===== config.mk =====
export PLATFORM = sky130hd
export DESIGN_NAME = tmr13_top
export DESIGN_NICKNAME = d
export VERILOG_FILES = /design/src/rtl/tmr13_pkg.sv /design/src/rtl/tmr13_cfg_reg.sv /design/src/rtl/tmr13_tick_gen.sv /design/src/rtl/tmr13_down_cnt.sv /design/src/rtl/tmr13_top.sv
export SDC_FILE = /design/constraint.sdc
export NUM_CORES = 1
export LEC_CHECK = 0
export BUFFER_PORTS_ARGS = -buffer_cell sky130_fd_sc_hd__buf_2
export CAP_MARGIN = 20
export CORE_ASPECT_RATIO = 1.2
export CORE_MARGIN = 2
export CORE_UTILIZATION = 56
export DETAILED_ROUTE_END_ITERATION = 6
export MAX_ROUTING_LAYER = met4
export PLACE_DENSITY = 0.91
export SYNTH_ARGS = -nofsm -noshare
export SYNTH_HDL_FRONTEND = slang
export SYNTH_SLANG_ARGS = --single-unit

===== constraint.sdc =====
create_clock -name clk_i -period 3.23 [get_ports clk_i]
set_clock_uncertainty 0.1 [all_clocks]
set_input_delay 0.969 -clock clk_i [delete_from_list [all_inputs] [get_ports clk_i]]
set_output_delay 0.969 -clock clk_i [all_outputs]
set_load 0.1 [all_outputs]

===== src/rtl/tmr13_pkg.sv =====
package tmr13_pkg;
  typedef enum logic {
    SRC_HALF = 1'b0,
    SRC_CASC = 1'b1
  } tick_src_e;
endpackage


===== src/rtl/tmr13_cfg_reg.sv =====
module tmr13_cfg_reg #(
  parameter int REG_W = 16
) (
  input  logic             clk_i,
  input  logic             rst_ni,
  input  logic             wr_en_i,
  input  logic [REG_W-1:0] wr_data_i,
  output logic [REG_W-1:0] cfg_o
);
  localparam int EN_BIT = REG_W - 1;
  localparam logic [REG_W-1:0] RST_VAL = {1'b1, {(REG_W-1){1'b0}}};

  logic [REG_W-1:0] cfg_q;

  always_ff @(posedge clk_i or negedge rst_ni) begin
    if (!rst_ni) begin
      cfg_q <= RST_VAL;
    end else if (wr_en_i) begin
      // enable can only be cleared by software
      cfg_q <= {cfg_q[EN_BIT] & wr_data_i[EN_BIT], wr_data_i[EN_BIT-1:0]};
    end
  end

  assign cfg_o = cfg_q;
endmodule


===== src/rtl/tmr13_tick_gen.sv =====
module tmr13_tick_gen
  import tmr13_pkg::*;
#(
  parameter bit CASC_SYNC = 1'b0
) (
  input  logic      clk_i,
  input  logic      rst_ni,
  input  logic      active_i,
  input  tick_src_e src_i,
  input  logic      restart_i,
  input  logic      casc_tick_i,
  output logic      tick_o
);
  logic phase_q;
  logic casc_tick;

  generate
    if (CASC_SYNC) begin : g_casc_reg
      logic casc_q;
      always_ff @(posedge clk_i or negedge rst_ni) begin
        if (!rst_ni) casc_q <= 1'b0;
        else         casc_q <= casc_tick_i;
      end
      assign casc_tick = casc_q;
    end else begin : g_casc_dir
      assign casc_tick = casc_tick_i;
    end
  endgenerate

  always_ff @(posedge clk_i or negedge rst_ni) begin
    if (!rst_ni) begin
      phase_q <= 1'b0;
    end else if (restart_i) begin
      phase_q <= 1'b0;
    end else if (active_i && src_i == SRC_HALF) begin
      phase_q <= ~phase_q;
    end
  end

  always_comb begin
    tick_o = 1'b0;
    if (active_i && !restart_i) begin
      tick_o = (src_i == SRC_CASC) ? casc_tick : phase_q;
    end
  end
endmodule


===== src/rtl/tmr13_down_cnt.sv =====
module tmr13_down_cnt #(
  parameter int CNT_W = 13
) (
  input  logic             clk_i,
  input  logic             rst_ni,
  input  logic             load_i,
  input  logic [CNT_W-1:0] load_val_i,
  input  logic             tick_i,
  input  logic [CNT_W-1:0] reload_val_i,
  output logic [CNT_W-1:0] cnt_o,
  output logic             expire_o
);
  localparam logic [CNT_W-1:0] ONE = CNT_W'(1);

  logic [CNT_W-1:0] cnt_q;
  logic             exp_q;
  logic             last;

  assign last = (cnt_q == ONE);

  always_ff @(posedge clk_i or negedge rst_ni) begin
    if (!rst_ni) begin
      cnt_q <= '0;
      exp_q <= 1'b0;
    end else begin
      exp_q <= 1'b0;
      if (load_i) begin
        cnt_q <= load_val_i;
      end else if (tick_i) begin
        if (last || cnt_q == '0) begin
          // zero stays parked when the programmed value is zero
          cnt_q <= reload_val_i;
          exp_q <= last;
        end else begin
          cnt_q <= cnt_q - ONE;
        end
      end
    end
  end

  assign cnt_o    = cnt_q;
  assign expire_o = exp_q;
endmodule


===== src/rtl/tmr13_top.sv =====
module tmr13_top
  import tmr13_pkg::*;
#(
  parameter int CNT_W     = 13,
  parameter bit CASC_SYNC = 1'b0
) (
  input  logic               clk_i,
  input  logic               rst_ni,
  input  logic               wr_en_i,
  input  logic [CNT_W+2:0]   wr_data_i,
  input  logic               casc_tick_i,
  output logic [CNT_W+2:0]   cfg_o,
  output logic [CNT_W-1:0]   count_o,
  output logic               irq_o
);
  localparam int REG_W   = CNT_W + 3;
  localparam int SRC_BIT = CNT_W;
  localparam int RUN_BIT = CNT_W + 1;
  localparam int EN_BIT  = CNT_W + 2;

  logic [REG_W-1:0] cfg;
  logic             active;
  logic             tick;
  tick_src_e        src;

  tmr13_cfg_reg #(.REG_W(REG_W)) u_cfg (
    .clk_i     (clk_i),
    .rst_ni    (rst_ni),
    .wr_en_i   (wr_en_i),
    .wr_data_i (wr_data_i),
    .cfg_o     (cfg)
  );

  assign active = cfg[EN_BIT] & cfg[RUN_BIT];
  assign src    = tick_src_e'(cfg[SRC_BIT]);

  tmr13_tick_gen #(.CASC_SYNC(CASC_SYNC)) u_tick (
    .clk_i       (clk_i),
    .rst_ni      (rst_ni),
    .active_i    (active),
    .src_i       (src),
    .restart_i   (wr_en_i),
    .casc_tick_i (casc_tick_i),
    .tick_o      (tick)
  );

  tmr13_down_cnt #(.CNT_W(CNT_W)) u_cnt (
    .clk_i        (clk_i),
    .rst_ni       (rst_ni),
    .load_i       (wr_en_i),
    .load_val_i   (wr_data_i[CNT_W-1:0]),
    .tick_i       (tick),
    .reload_val_i (cfg[CNT_W-1:0]),
    .cnt_o        (count_o),
    .expire_o     (irq_o)
  );

  assign cfg_o = cfg;
endmodule


# After elaboration in Yosys (flattened, before gate mapping)
# Index checks and enable logic that the tools add are counted.
[op_classes]
addsub = 1
n_mux = 10
bitwise_logic = 4
n_eq_ne = 1
reduce_logical = 7
[ops]
columns = ["operator", "n"]
rows = [
  ["$mux 13", 3],
  ["$eq 13x1->1 const B", 1],
  ["$logic_not 13->1", 1],
  ["$sub 13x1->13 const B", 1],
  ["$mux 1", 7],
  ["$reduce_bool 2->1", 2],
  ["$and 1x1->1", 2],
  ["$logic_and 1x1->1", 2],
  ["$not 1->1", 2],
  ["$logic_not 1->1", 1],
  ["$logic_or 1x1->1", 1],
]
[totals]
ff_bits = 31
elab_cells = 27
out_inout_bits = 30
input_bits = 20

# Depth between registers and ports, before layout
# Gate-level depths: netlist of the first run.
[depth]
word_depth = 5
depth_mapped = 6
ltp_nobuf = 6

# Modules after synthesis
# A second synthesis of the first run with hierarchy kept.
[unflattened]
hier_cells = 167
hier_area_um2 = 1818.0
[modules_own_cells]
columns = ["module", "cells_each", "seq_area_each_um2", "n_inst", "area_each_um2"]
rows = [
  ["tmr13_down_cnt", 124, 350.3, 1, 1083.5],
  ["tmr13_cfg_reg", 35, 401.6, 1, 646.9],
  ["tmr13_tick_gen", 7, 25.0, 1, 81.3],
  ["tmr13_top", 1, 0.0, 1, 6.3],
]

# Least setup slack after synthesis of the first run
# Ideal clock, no wire load.
[synth_timing]
kind = "register to register"
startpoint = "register u_cnt.cnt_q[0] (netlist: u_cnt.cnt_o[0])"
endpoint = "register u_cnt.cnt_q[9] (netlist: u_cnt.cnt_o[9])"
period_less_slack_ps = 2504
t_arrival_ps = 2338
setup_ps = 66
n_path_buf = 0
t_required_ps = 3064
path_stages_with_launch = 7
slack_ps = 726
path_cell_list = "dfrtp_1 -> inv_1 -> ha_1 -> o21ba_2 -> a32o_1 -> nor4b_1 -> a221o_1"
[synth_between]
elab_chain_len = 5
word_cells_on_any_way = 7
classes_between = "1 x add/sub; 1 x eq/ne; 3 x mux; 2 x reduce/logical"
[synth_rtl]
columns = ["element", "line_no", "rtl"]
rows = [
  ["from (decl)", "tmr13_down_cnt.sv:15", "logic [CNT_W-1:0] cnt_q;"],
  ["from (signal assigned)", "tmr13_down_cnt.sv:28", "cnt_q <= load_val_i;"],
  ["from (signal assigned)", "tmr13_down_cnt.sv:32", "cnt_q <= reload_val_i;"],
  ["from (signal assigned)", "tmr13_down_cnt.sv:35", "cnt_q <= cnt_q - ONE;"],
  ["parallel branches: the longest is 2 deep, another holds $sub 13x1->13", "-", ""],
  ["$mux 13 *", "tmr13_down_cnt.sv:30", "if (last || cnt_q == '0) begin"],
  ["$mux 13 *", "tmr13_down_cnt.sv:29", "end else if (tick_i) begin"],
  ["$mux 13 *", "tmr13_down_cnt.sv:27", "if (load_i) begin"],
]
# Mark *: on every way between the ends. The select of a mux whose other input is x is not followed.
# A chain may end at the register's enable or synchronous reset.

# Worst setup path after layout of the first run
[layout_timing]
startpoint = "register u_cnt.cnt_q[8] (netlist: u_cnt.cnt_o[8])"
endpoint = "output count_o[8]"
[layout_rtl]
columns = ["element", "line_no", "rtl"]
rows = [
  ["to (decl)", "tmr13_top.sv:13", "output logic [CNT_W-1:0] count_o,"],
]
# No word-level cell between the ends.

==> out/qor.yml, run 1 <==
clk-insertion-delay-late_ps: 340
hold_crit_path_type: "flop to flop"
first_global_vias: 1582
final_antenna_net_count: 0
final.min_clock_period_ps: 2430
final.fill_count: 250
max_cap_violations: 0
coreArea_um2: 3060
timing.critical_path.arrival_ps: 1360
num_io_pins: 50
ys_ff_latch: 31
clock_sink_count: 31
std_cell_rows: 22
detail_route.vias_per_cell: 6.12
cts_made_buffers: 5
synth-main-ff-cell: "sky130_fd_sc_hd__dfrtp_1"
distinct_cell_type_count_of_the_synthesized_netlist: 51
final_report_setup_violation_count: 0
worst_ep_required_time_ps: 2160
outcome: "finished clean"
cp_top_delay_family: "flip-flops"
cts.path.max_buffers: 2
buffer_ports.inserted: 49
synthCells: 177
starting_utilization_of_the_core_area: 0.585
antenna_found_initial: 0
post_synth_fa_ha_maj_area_fraction: 0.0210
reg2regPathDepth: 4
die_area_um2: 3660
fin_tns_setup_ps: 0
final_clock_period_utilization_by_the_worst_path: 0.751
cellLeakagePower_nw: 1.00
power_mw: 1.17
die_h_um: 65.9
yosys_warnings: 0
mapped_area_um2: 1790
holdPathStages: 1
cp-end-kind: "output pin"
grt_overflow: 0
critical_path.max_stage_delay_ps: 530
synth_edf_count: 0
post_synth_xor_area_fraction: 0.0245
maximum_number_of_pins_on_one_net_before_global_route_repair: 34
slew_headroom: 0.540
route.vias.total: 1628
timing.critical_path.depth: 1
drt_first_pass_iters: 4
synth_compound_gate_area_share: 0.203
routed_wire_length_per_instance_um: 16.2
synth_async_sr_flop_share: 1.00
rsz_0062_raised_after_global_routing: "no"
synth.mux.area_fraction: 0.0966
cellPowerDensity_nw_per_um2: 550
irDropWorstVdd_mv: 0.407
worst_pin_slew_ps: 690
drt_first_iter_violations: 38
synthSimpleGateAreaFrac: 0.172
global_route.usage.total: 0.261
clk_pin_slew_ps: 90
maxSlewViolCount: 0
cp_max_fo: 9
fin_nets: 252
clock_tree.htree_level_count: 2
root_buffer: "sky130_fd_sc_hd__clkbuf_4"
largest_family_of_logic_cells_by_synthesized_area: "compound AO/OA/AOI/OAI gates"
timing.setup.critical_path_class: "flop to output pin"
diodes: 0
timing.critical_path.buf_inv: 1
die_w_um: 55.6
gp_congestion: 0.851
rrSetupSlack_ps: 1080
crit_chain: "buf_2"
drive_above_1_share: 0.348
cts_hold_buffers: 0
worstSetupStartpointType: "flop"
worst_path_max_delay_cell: "sky130_fd_sc_hd__dfrtp_1"
area_growth_syn_to_fin_pct: 18.8
syn_area_per_cell_um2: 10.1
dp_hpwl_mm: 3.10
tritoncts_clock_tree: "built"
cts_post_setup_buffers_inserted: 0
cts.repair.resized: 0
post_syn_nets: 200
timing.final.hold_violations: 0
detail_route.wirelength_mm: 4.30
post-route-drc-count: 0
max_freq_mhz: 412
synth.yosys.seq_area_share: 0.435
grt_pass1_wl_mm: 7.13
==> cells by family after synthesis <==
group           count (synthesis)
compound gates                 51
xor+xnor                        5
fa+ha+maj                       3
buf+inv                        19
flops                          31
mux                            16
simple gates                   52
==> power breakdown <==
group | internal, mW | switching, mW | total (mW)
sequential | 0.421 | 0.0473 | 0.469
clock | 0.128 | 0.132 | 0.260
combinational | 0.0934 | 0.346 | 0.440
total | 0.643 | 0.526 | 1.17
==> per-layer routing <==
layer,GRT usage,share of wire,vias up
met5,-,0,-
met4,0.143,0.032,0
met3,0.0607,0.059,17
met2,0.424,0.49,62
met1,0.300,0.42,779
li1,-,-,770
==> Yosys cell counts, drive strengths merged (2+ instances only) <==
cell type / number / area share
inv: 13 / 0.027
a31oi: 6 / 0.021
o21bai: 3 / 0.013
nor4: 5 / 0.029
nand2: 11 / 0.023
a311oi: 2 / 0.0098
mux2i: 6 / 0.034
nor3: 8 / 0.022
nor2: 10 / 0.021
o31ai: 2 / 0.0084
nor3b: 2 / 0.0084
o21ai: 14 / 0.039
a22oi: 4 / 0.017
and3: 2 / 0.0077
or3: 4 / 0.017
xor2: 3 / 0.015
mux2: 10 / 0.063
a2bb2oi: 2 / 0.0098
a21oi: 4 / 0.011
a221o: 2 / 0.011
o311ai: 2 / 0.0098
buf: 5 / 0.019
xnor2: 2 / 0.0098
dfrtp: 30 / 0.42
ha: 3 / 0.021
nand2b: 2 / 0.0070
and2: 2 / 0.0070
nand3: 2 / 0.0056
==> final timing paths <==
| check | from | to |
|---|---|---|
| min in group asynchronous | rst_ni | u_cnt.cnt_o[9]$_DFFE_PN0P_ |
| hold reg to reg | u_cfg.cfg_o[15]$_DFFE_PN1P_ | u_cfg.cfg_o[15]$_DFFE_PN1P_ |
| setup reg to reg | u_cnt.cnt_o[11]$_DFFE_PN0P_ | u_cnt.cnt_o[6]$_DFFE_PN0P_ |
| setup / recovery | u_cnt.cnt_o[8]$_DFFE_PN0P_ | count_o[8] |
| max in group asynchronous | rst_ni | u_cfg.cfg_o[5]$_DFFE_PN0P_ |
| hold / removal | u_cfg.cfg_o[15]$_DFFE_PN1P_ | u_cfg.cfg_o[15]$_DFFE_PN1P_ |
==> area by class of cell <==
cell class	instances	area (um2)	share of cell area
clock buffers	8	68.8	0.0324
flip-flops and latches	31	777	0.366
repair buffers	51	260	0.122
multi-input cells	127	925	0.435
well taps	36	45.0	0.0212
inverters	13	48.8	0.0230
==> worst register-to-register path, stage by stage, from the launching register on <==
cell                       delay [ps]
sky130_fd_sc_hd__dfrtp_1          460
sky130_fd_sc_hd__nor4_2           530
sky130_fd_sc_hd__nand4_2          370
sky130_fd_sc_hd__o311ai_0         450
sky130_fd_sc_hd__a31oi_1           80
==> registers in the layout, summed over array words and instances (netlist names) <==
register and cells:
u_cfg.cfg_o 16, u_cnt.cnt_o 13, u_cnt.expire_o 1, u_tick.phase_q 1
==> through the flow <==
step           cells   util  cell area, um2  hold WS, ps  setup WS [ps]
4_1_cts          266  0.695            2120          403            777
3_5_place_dp     258  0.673            2060          389            729
6_report         266  0.695            2120          408            803
5_1_grt          266  0.695            2120          427            748
2_1_floorplan    177      -            1790          427            726
3_3_place_gp     258  0.673            2060          385            805
==> placed cells by master (no fill, tap or decap), types with 2 or more instances in the layout <==
master,n
sky130_fd_sc_hd__clkbuf_8,2
sky130_fd_sc_hd__nor3_1,8
sky130_fd_sc_hd__o21ai_0,14
sky130_fd_sc_hd__a22oi_1,4
sky130_fd_sc_hd__and2_1,2
sky130_fd_sc_hd__buf_2,49
sky130_fd_sc_hd__mux2i_1,6
sky130_fd_sc_hd__nor4_1,3
sky130_fd_sc_hd__nand2_1,11
sky130_fd_sc_hd__xor2_1,3
sky130_fd_sc_hd__o21bai_1,3
sky130_fd_sc_hd__nand3_1,2
sky130_fd_sc_hd__xnor2_1,2
sky130_fd_sc_hd__o31ai_1,2
sky130_fd_sc_hd__clkbuf_4,5
sky130_fd_sc_hd__a2bb2oi_1,2
sky130_fd_sc_hd__mux2_2,10
sky130_fd_sc_hd__inv_1,13
sky130_fd_sc_hd__buf_4,2
sky130_fd_sc_hd__a21oi_1,4
sky130_fd_sc_hd__a31oi_1,6
sky130_fd_sc_hd__nand2b_1,2
sky130_fd_sc_hd__ha_1,3
sky130_fd_sc_hd__dfrtp_1,30
sky130_fd_sc_hd__nor2_1,10
sky130_fd_sc_hd__nor3b_1,2
sky130_fd_sc_hd__a221o_1,2
sky130_fd_sc_hd__or3_1,2
sky130_fd_sc_hd__a311oi_1,2
(Power assumes the default switching activity.)
==> run 2: changes to the inputs <==
Settings changed: CORE_UTILIZATION 56 to 52, PLACE_DENSITY 0.91 to 0.86.
Clock period 3.23 ns to 2.4 ns, I/O delays scaled along.
==> run 2 against run 1 <==
  * Non-clock buffer count rose by 2
  * First-iteration DRC count grew 63%
  * Largest cell class unchanged
  * Worst hold slack got worse by 46 ps
  * Register-to-register slack got worse by 720 ps
  * Highest routed layer unchanged
  * Routed wire length decreased by 0.12%
  * Via count shrank 0.68%
  * Combinational power up 36%
  * Utilization decreased by 4.0 points
==> out/qor.yml, run 2 (synthesized netlist as in run 1, its figures left out) <==
final_antenna_net_count: 0
cellPowerDensity_nw_per_um2: 748
fin_tns_setup_ps: 0
final_report_setup_violation_count: 0
drive_above_1_share: 0.358
drt_first_iter_violations: 62
irDropWorstVdd_mv: 0.474
tritoncts_clock_tree: "built"
grt_pass1_wl_mm: 6.98
cellLeakagePower_nw: 1.02
buffer_ports.inserted: 49
layout.cells.most_common_list: "sky130_fd_sc_hd__buf_2, sky130_fd_sc_hd__dfrtp_1, sky130_fd_sc_hd__o21ai_0, sky130_fd_sc_hd__inv_1, sky130_fd_sc_hd__nand2_1"
post-route-drc-count: 0
first_global_vias: 1527
std_cell_rows: 23
max_freq_mhz: 475
max_cap_violations: 0
outcome: "finished clean"
maximum_number_of_pins_on_one_net_before_global_route_repair: 35
cp_top_delay_family: "flip-flops"
detail_route.vias_per_cell: 6.01
worstSetupStartpointType: "flop"
timing.final.hold_violations: 0
rsz_0062_raised_after_global_routing: "no"
final_clock_period_utilization_by_the_worst_path: 0.878
hold_crit_path_type: "input pin to async pin"
crit_chain: "buf_2"
detail_route.wirelength_mm: 4.29
power_mw: 1.62
clk-insertion-delay-late_ps: 290
routed_wire_length_per_instance_um: 16.0
fin_nets: 254
timing.critical_path.buf_inv: 1
hold_slack_ps: 363
root_buffer: "sky130_fd_sc_hd__clkbuf_8"
utilization: 0.655
clock_tree.htree_level_count: 2
grt_overflow: 0
worst_ep_required_time_ps: 1580
num_io_pins: 50
cts_post_setup_buffers_inserted: 0
cts_made_buffers: 5
route.vias.total: 1617
starting_utilization_of_the_core_area: 0.540
worst_pin_slew_ps: 718
cp_max_fo: 9
largest_register_ff_count: 16
die_h_um: 68.2
timing.critical_path.arrival_ps: 1290
antenna_found_initial: 0
final.min_clock_period_ps: 2110
cts_hold_buffers: 0
worst_path_max_delay_cell: "sky130_fd_sc_hd__dfrtp_1"
gp_congestion: 0.912
timing.critical_path.depth: 1
cts.path.max_buffers: 2
die_area_um2: 3930
clock_sink_count: 31
diodes: 0
clk_pin_slew_ps: 70
drt_first_pass_iters: 4
coreArea_um2: 3310
timing.setup.critical_path_class: "flop to output pin"
reg2regPathDepth: 4
final_common_cell: "sky130_fd_sc_hd__buf_2"
area_growth_syn_to_fin_pct: 21.3
slew_headroom: 0.517
cp-end-kind: "output pin"
die_w_um: 57.5
maxSlewViolCount: 0
cts.repair.resized: 0
critical_path.max_stage_delay_ps: 510
global_route.usage.total: 0.242
dp_hpwl_mm: 3.16
## run 2: changes by cell type in the layout (fill, tap and decap cells not counted), sizes merged
cell	previous run	this run
clkbuf	8	7
buf	51	53
clkinv	0	1
## run 2: final cells by class
cell class                 instances  area, um2
clock inverter                     1       5.00
inverter                          13       48.8
clock buffer                       7       76.3
sequential                        31        779
timing repair buffer              53        288
tap                               37       46.3
multi-input combinational        127        925
fill                             278       1140
## run 2: metal layers
metal,vias to the layer above,share of wire,GRT usage
li1,765,-,-
met1,795,0.40,0.273
met2,52,0.53,0.419
met3,5,0.054,0.0510
met4,0,0.015,0.0988
met5,-,0,-
## run 2: report_power, final
group / total (mW) / switching, mW / internal (mW) / leakage (nW)
Combinational: 0.600 / 0.469 / 0.131 / 0.604
Clock: 0.393 / 0.190 / 0.203 / 0.0422
Sequential: 0.628 / 0.0596 / 0.569 / 0.371
## run 2: worst paths after layout
kind | startpoint | slack, ps | endpoint
max | u_cnt.cnt_o[8]$_DFFE_PN0P_ | 290 | count_o[8]
min | rst_ni | 360 | u_cfg.cfg_o[5]$_DFFE_PN0P_
max reg2reg | u_cnt.cnt_o[8]$_DFFE_PN0P_ | 360 | u_cnt.cnt_o[8]$_DFFE_PN0P_
min reg2reg | u_cfg.cfg_o[15]$_DFFE_PN1P_ | 400 | u_cfg.cfg_o[15]$_DFFE_PN1P_
max in group asynchronous | rst_ni | 1350 | u_cnt.cnt_o[0]$_DFFE_PN0P_
min in group clk_i | u_cfg.cfg_o[15]$_DFFE_PN1P_ | 400 | u_cfg.cfg_o[15]$_DFFE_PN1P_
## run 2: stage by stage
stage               setup WS (ps)  cells  area, um2
floorplan                    42.5    177       1790
global placement              333    261       2090
detailed placement            247    261       2090
CTS                           289    269       2170
global route                  232    269       2170
finish                        293    269       2170
